### src/rtl/dac_sync_pkg.sv
package dac_sync_pkg;
  localparam int OFS_RANGE  = 8;
  localparam int OFS_STROBE = 9;
  localparam int OFS_SYNC   = 15;
endpackage

### src/rtl/dac_addr_decode.sv
module dac_addr_decode #(
  parameter int ADDR_W = 4,
  parameter int NUM_CH = 4
) (
  input  logic              wr_en,
  input  logic [ADDR_W-1:0] wr_addr,
  output logic [NUM_CH-1:0] ch_load,
  output logic              range_we,
  output logic              strobe,
  output logic              sync_we
);
  import dac_sync_pkg::*;

  for (genvar n = 0; n < NUM_CH; n++) begin : g_ch
    assign ch_load[n] = wr_en && (wr_addr == ADDR_W'(2 * n));
  end

  assign range_we = wr_en && (wr_addr == ADDR_W'(OFS_RANGE));
  assign strobe   = wr_en && (wr_addr == ADDR_W'(OFS_STROBE));
  assign sync_we  = wr_en && (wr_addr == ADDR_W'(OFS_SYNC));
endmodule

### src/rtl/dac_chan_slot.sv
module dac_chan_slot #(
  parameter int          CODE_W = 12,
  parameter logic [11:0] MID    = 12'h800
) (
  input  logic              clk,
  input  logic              rst_n,
  input  logic              load,
  input  logic              direct,
  input  logic              strobe,
  input  logic [CODE_W-1:0] din,
  output logic [CODE_W-1:0] out_code
);
  logic [CODE_W-1:0] hold_q;

  always_ff @(posedge clk) begin
    if (!rst_n) begin
      hold_q   <= CODE_W'(MID);
      out_code <= CODE_W'(MID);
    end else begin
      if (load)
        hold_q <= din;
      if (strobe)
        out_code <= hold_q;
      else if (load && direct)
        out_code <= din;
    end
  end

  AST_SYNC_HOLDS: assert property (@(posedge clk) disable iff (!rst_n)
    (load && !direct && !strobe) |=> $stable(out_code));
  AST_DIRECT_WRITE: assert property (@(posedge clk) disable iff (!rst_n)
    (load && direct && !strobe) |=> (out_code == $past(din)));
  AST_STROBE_COPY: assert property (@(posedge clk) disable iff (!rst_n)
    strobe |=> (out_code == $past(hold_q)));
endmodule

### src/rtl/dac_mode_regs.sv
module dac_mode_regs #(
  parameter int           RNG_W     = 8,
  parameter logic [RNG_W-1:0] RNG_RST = 8'hAA
) (
  input  logic             clk,
  input  logic             rst_n,
  input  logic             range_we,
  input  logic             sync_we,
  input  logic [RNG_W-1:0] din,
  output logic [RNG_W-1:0] range_q,
  output logic             sync_q
);
  always_ff @(posedge clk) begin
    if (!rst_n) begin
      range_q <= RNG_RST;
      sync_q  <= 1'b1;
    end else begin
      if (range_we)
        range_q <= din;
      if (sync_we)
        sync_q <= din[0];
    end
  end

  AST_RANGE_LOAD: assert property (@(posedge clk) disable iff (!rst_n)
    range_we |=> (range_q == $past(din)));
  AST_RANGE_KEEP: assert property (@(posedge clk) disable iff (!rst_n)
    !range_we |=> $stable(range_q));
  AST_SYNC_LOAD: assert property (@(posedge clk) disable iff (!rst_n)
    sync_we |=> (sync_q == $past(din[0])));
endmodule

### src/rtl/dac_sync_bank.sv
module dac_sync_bank #(
  parameter int NUM_CH  = 4,
  parameter int CODE_W  = 12,
  parameter int RANGE_W = 2,
  parameter int ADDR_W  = 4,
  parameter int DATA_W  = 16
) (
  input  logic                      clk,
  input  logic                      rst_n,
  input  logic                      wr_en,
  input  logic [ADDR_W-1:0]         wr_addr,
  input  logic [DATA_W-1:0]         wr_data,
  input  logic [ADDR_W-1:0]         rd_addr,
  output logic [DATA_W-1:0]         rd_data,
  output logic [NUM_CH*CODE_W-1:0]  dac_code,
  output logic [NUM_CH*RANGE_W-1:0] dac_range,
  output logic                      sync_mode
);
  import dac_sync_pkg::*;

  localparam int          RNG_W   = NUM_CH * RANGE_W;
  localparam logic [11:0] MID     = 12'(1 << (CODE_W - 1));
  localparam logic [RNG_W-1:0] RNG_RST = {NUM_CH{RANGE_W'(2)}};

  logic [NUM_CH-1:0] ch_load;
  logic              range_we, strobe, sync_we;
  logic [RNG_W-1:0]  range_q;
  logic              sync_q;
  logic              unused_hi;

  assign unused_hi = ^wr_data[DATA_W-1:CODE_W];

  dac_addr_decode #(.ADDR_W(ADDR_W), .NUM_CH(NUM_CH)) u_dec (
    .wr_en(wr_en), .wr_addr(wr_addr), .ch_load(ch_load),
    .range_we(range_we), .strobe(strobe), .sync_we(sync_we)
  );

  for (genvar n = 0; n < NUM_CH; n++) begin : g_slot
    dac_chan_slot #(.CODE_W(CODE_W), .MID(MID)) u_slot (
      .clk(clk), .rst_n(rst_n), .load(ch_load[n]), .direct(!sync_q),
      .strobe(strobe), .din(wr_data[CODE_W-1:0]),
      .out_code(dac_code[n*CODE_W +: CODE_W])
    );
  end

  dac_mode_regs #(.RNG_W(RNG_W), .RNG_RST(RNG_RST)) u_mode (
    .clk(clk), .rst_n(rst_n), .range_we(range_we), .sync_we(sync_we),
    .din(wr_data[RNG_W-1:0]), .range_q(range_q), .sync_q(sync_q)
  );

  assign dac_range = range_q;
  assign sync_mode = sync_q;

  always_comb begin
    rd_data = '0;
    if (rd_addr == ADDR_W'(OFS_RANGE))
      rd_data = DATA_W'(range_q);
    else if (rd_addr == ADDR_W'(OFS_SYNC))
      rd_data = DATA_W'(sync_q);
  end

  logic wr_unmapped;
  assign wr_unmapped = wr_en && !(|ch_load) && !range_we && !strobe && !sync_we;

  AST_UNMAPPED_IGNORED: assert property (@(posedge clk) disable iff (!rst_n)
    wr_unmapped |=> ($stable(dac_code) && $stable(dac_range) && $stable(sync_mode)));
  AST_ONE_TARGET: assert property (@(posedge clk) disable iff (!rst_n)
    $onehot0({ch_load, range_we, strobe, sync_we}));
  AST_IDLE_STABLE: assert property (@(posedge clk) disable iff (!rst_n)
    !wr_en |=> ($stable(dac_code) && $stable(sync_mode)));
endmodule

### config.mk
export PLATFORM = sky130hd
export DESIGN_NAME = dac_sync_bank
export DESIGN_NICKNAME = d
export VERILOG_FILES = /design/src/rtl/dac_sync_pkg.sv /design/src/rtl/dac_addr_decode.sv /design/src/rtl/dac_chan_slot.sv /design/src/rtl/dac_mode_regs.sv /design/src/rtl/dac_sync_bank.sv
export SDC_FILE = /design/constraint.sdc
export NUM_CORES = 1
export LEC_CHECK = 0
export BUFFER_PORTS_ARGS = -buffer_cell sky130_fd_sc_hd__buf_2
export CORE_ASPECT_RATIO = 0.9
export CORE_MARGIN = 4
export CORE_UTILIZATION = 40
export CTS_CLUSTER_DIAMETER = 200
export CTS_CLUSTER_SIZE = 24
export DETAILED_ROUTE_END_ITERATION = 10
export HOLD_SLACK_MARGIN = 0.02
export SETUP_SLACK_MARGIN = 0.5
export SYNTH_ARGS = -nofsm -noshare
export SYNTH_HDL_FRONTEND = slang
export SYNTH_HIERARCHICAL = 1
export SYNTH_SLANG_ARGS = --single-unit
### constraint.sdc
create_clock -name clk -period 3.8 [get_ports clk]
set_input_delay 0.57 -clock clk [delete_from_list [all_inputs] [get_ports clk]]
set_output_delay 0.57 -clock clk [all_outputs]
set_load 0.01 [all_outputs]
==> impl_metrics.ini <==
[cells_and_area]
drive_above_1_share_pct = 24.75
finalNetCount = 532
diodes = 0
multi_input_area_um2 = 2352
regArea_um2 = 2102
fill_cells = 1113
areaGrowthSynthToFinish_pct = 15.80

[setup_path]
worstPathRequired_ps = 4030
crit_type = input port to flop
cp_slowest_cell = nor3_4
crit_path_start_kind = input port
cp.arrival_ps = 2410
crit_chain = buf_2 -> nand2_1 -> nor3_4 -> buf_12 -> buf_4 -> mux2i_1 -> nand2_1 -> o211a_1
critPathCaptureType = flop
worstSetupStartpoint = wr_addr[0]
crit_family = simple AND/OR/NAND/NOR gates
cpMostUsedCell = nand2_1
worst-path-buf-inv = 3
crit_fanout = 24
r2r_start = u_mode/sync_q$_SDFFE_PN1P_
critPathMaxStageDelay_ps = 540

[global_route]
grt_pass1_vias = 3154
grt_overflow_total = 0
grt_max_degree = 106
antenna_found_initial = 0
grt_pass1_wl_mm = 16.27
gr-usage-all-layers_pct = 15.20

[cts]
cts_tree = yes
clk_pin_slew_ps = 60
htreeDepth = 3
numCtsBuffers = 9
cts_buffer_depth = 2
cts_root_buf = clkbuf_16
cts_hold_buf = 0
post_cts_resized = 0
cts_num_sinks = 105
cts_setup_buffers = 0
worstSkewPairLatency_ps = 340

[drt]
wl_per_cell_um = 15.47
drtIter0Drc = 152
drc_errors = 0
drtPass1Iterations = 4
via_per_inst = 4.919
vias = 3271
ant_nets = 0
wirelength_mm = 10.29

[floorplanning]
initial_utilization_pct = 41.11
die_area_um2 = 13600
num_rows = 37
ios = 100
fp.dieH_um = 111.1
core_area_um2 = 11480
fp.dieW_um = 122.5

[synthesis]
synth_largest_area_cell = dfxtp_1
ys_warn_count = 6
post_synth_instance_area_um2 = 4720
synth_area_leaders = dfxtp_1 (45%), mux2i_1 (22%), o211a_1 (9.3%)
synth_top_area_share_pct = 44.54
syn_inst = 429
synth.distinct_cells = 23
synth_enable_flop_cells = 0
synth_seq_area_share_pct = 44.54
synth_flop_cell = dfxtp_1
avgSynthCellArea_um2 = 11.00
async_flop_share_pct = 0
synth-seq-cells = 105

[placed_design]
port_buffers = 87
post-dp-hpwl_mm = 6.814
gp_congestion = 0.6976

[pwr]
powerDensity_nw_per_um2 = 404.3
p_leak_uw = 0.002543
max-vdd-ir-drop_v = 0.0002499
total_power_uw = 2210

[sta]
slew_headroom_pct = 37.72
fin_crit_ps = 2181
drv_slew = 0
min_period_over_period_pct = 57.38
max_freq_mhz = 458.6
rsz0062_at_grt = no
setup_viol = 0
clock_skew_ps = 3.988
hold_viol_final = 0
tightest_slew_ps = 934.2
setup_tns_ps = 0

[min_path]
hold_path.class = flop to flop
worstHoldStart = g_slot[1].u_slot/out_code[11]$_SDFFE_PN1P_

[job]
maxCapViolCount = 0

[run_status]
status = finished, final reports clean
worst reg2reg max path, stage by stage (launching register included):
cell	delay (ps)
dfxtp_1	350
inv_1	210
a21o_4	300
mux2i_1	220
nand2_1	80
path summary, 6_finish.rpt:
check                                               end  slack (ps)  cells past startpoint
max           g_slot[3].u_slot/out_code[2]$_SDFFE_PN0P_        1620                      8
min          g_slot[1].u_slot/out_code[11]$_SDFFE_PN1P_         470                      2
max reg2reg  g_slot[3].u_slot/out_code[11]$_SDFFE_PN1P_        2480                      4
min reg2reg  g_slot[1].u_slot/out_code[11]$_SDFFE_PN1P_         470                      2
placed cells by master (no fill, tap or decap):
cell       count
nand3_1        1
buf_4          8
or4b_1         1
nor2b_1       48
nand2b_4       1
conb_1         8
a21o_4         4
inv_1          1
nor2_1         1
nor4b_2        1
a21boi_1       1
dfxtp_1      105
clkbuf_16      9
nor3_2         1
nor3_4         1
nor4b_4        2
and2_1         7
clkbuf_1       1
buf_12         1
mux2_2         4
bufinv_16      1
mux2i_1      105
o211a_1       44
clkinv_2       2
nand4_1        1
nand2_1       59
clkbuf_8       2
nor4_2         2
buf_2         87
cells in the mapped netlist, drive strengths merged, types with 2 or more instances:
master,number
clkbuf,9
a21o,4
o211a,44
dfxtp,105
nor4b,3
nor4,2
nand2,59
nor2b,48
buf,29
mux2i,105
mux2,4
nor3,2
and2,7
power by group:
group | internal (µW) | total (µW) | switching (µW) | leakage (µW)
Clock | 541 | 917 | 376 | 0.000148
Sequential | 1120 | 1130 | 9.76 | 0.000849
Combinational | 66.5 | 163 | 97.0 | 0.00155
Total | 1730 | 2210 | 483 | 0.00254
sequential cells by signal, summed over array words and instances, names as in the netlist:
signal	flops
g_slot.u_slot/hold_q	48
g_slot.u_slot/out_code	48
u_mode/range_q	8
u_mode/sync_q	1
cells by family (layout without fill, tap and decap cells):
logic type             Yosys count  count (layout)  share of synthesized area, %
flip-flops                     105             105                         44.54
AND/OR/NAND/NOR                126             126                         14.63
multiplexers                   109             109                         23.22
buffers and inverters           39             112                         6.760
AO/OA/AOI/OAI                   49              49                         10.76
other                            1               8                       0.07946
area by class of cell:
type / instances / area share, %
clock buffers: 12 / 4.693
clock inverters: 3 / 0.7326
inverters: 1 / 0.06868
multi-input cells: 292 / 43.04
flip-flops and latches: 105 / 38.46
well taps: 156 / 3.571
repair buffers: 96 / 9.432
per-layer routing:
layer	vias to the layer above	track usage, %	routed length, µm
met5	-	0	0
met4	0	4.030	94
met3	9	3.878	555
met2	80	24.76	4761
met1	1549	19.96	4874
li1	1633	-	-
through the flow:
step           worst slack (ps)  hold slack [ps]  utilization, %  std cells  area (µm²)
2_1_floorplan              1456            435.5               -        436        4746
4_1_cts                    1584            473.8           47.60        665        5465
3_3_place_gp               1303            446.5           45.02        650        5169
3_5_place_dp               1235            457.5           45.02        650        5169
5_1_grt                    1491            496.0           47.60        665        5465
6_report                   1619            468.7           47.60        665        5465
No activity file was read; power rests on OpenSTA's default activity.
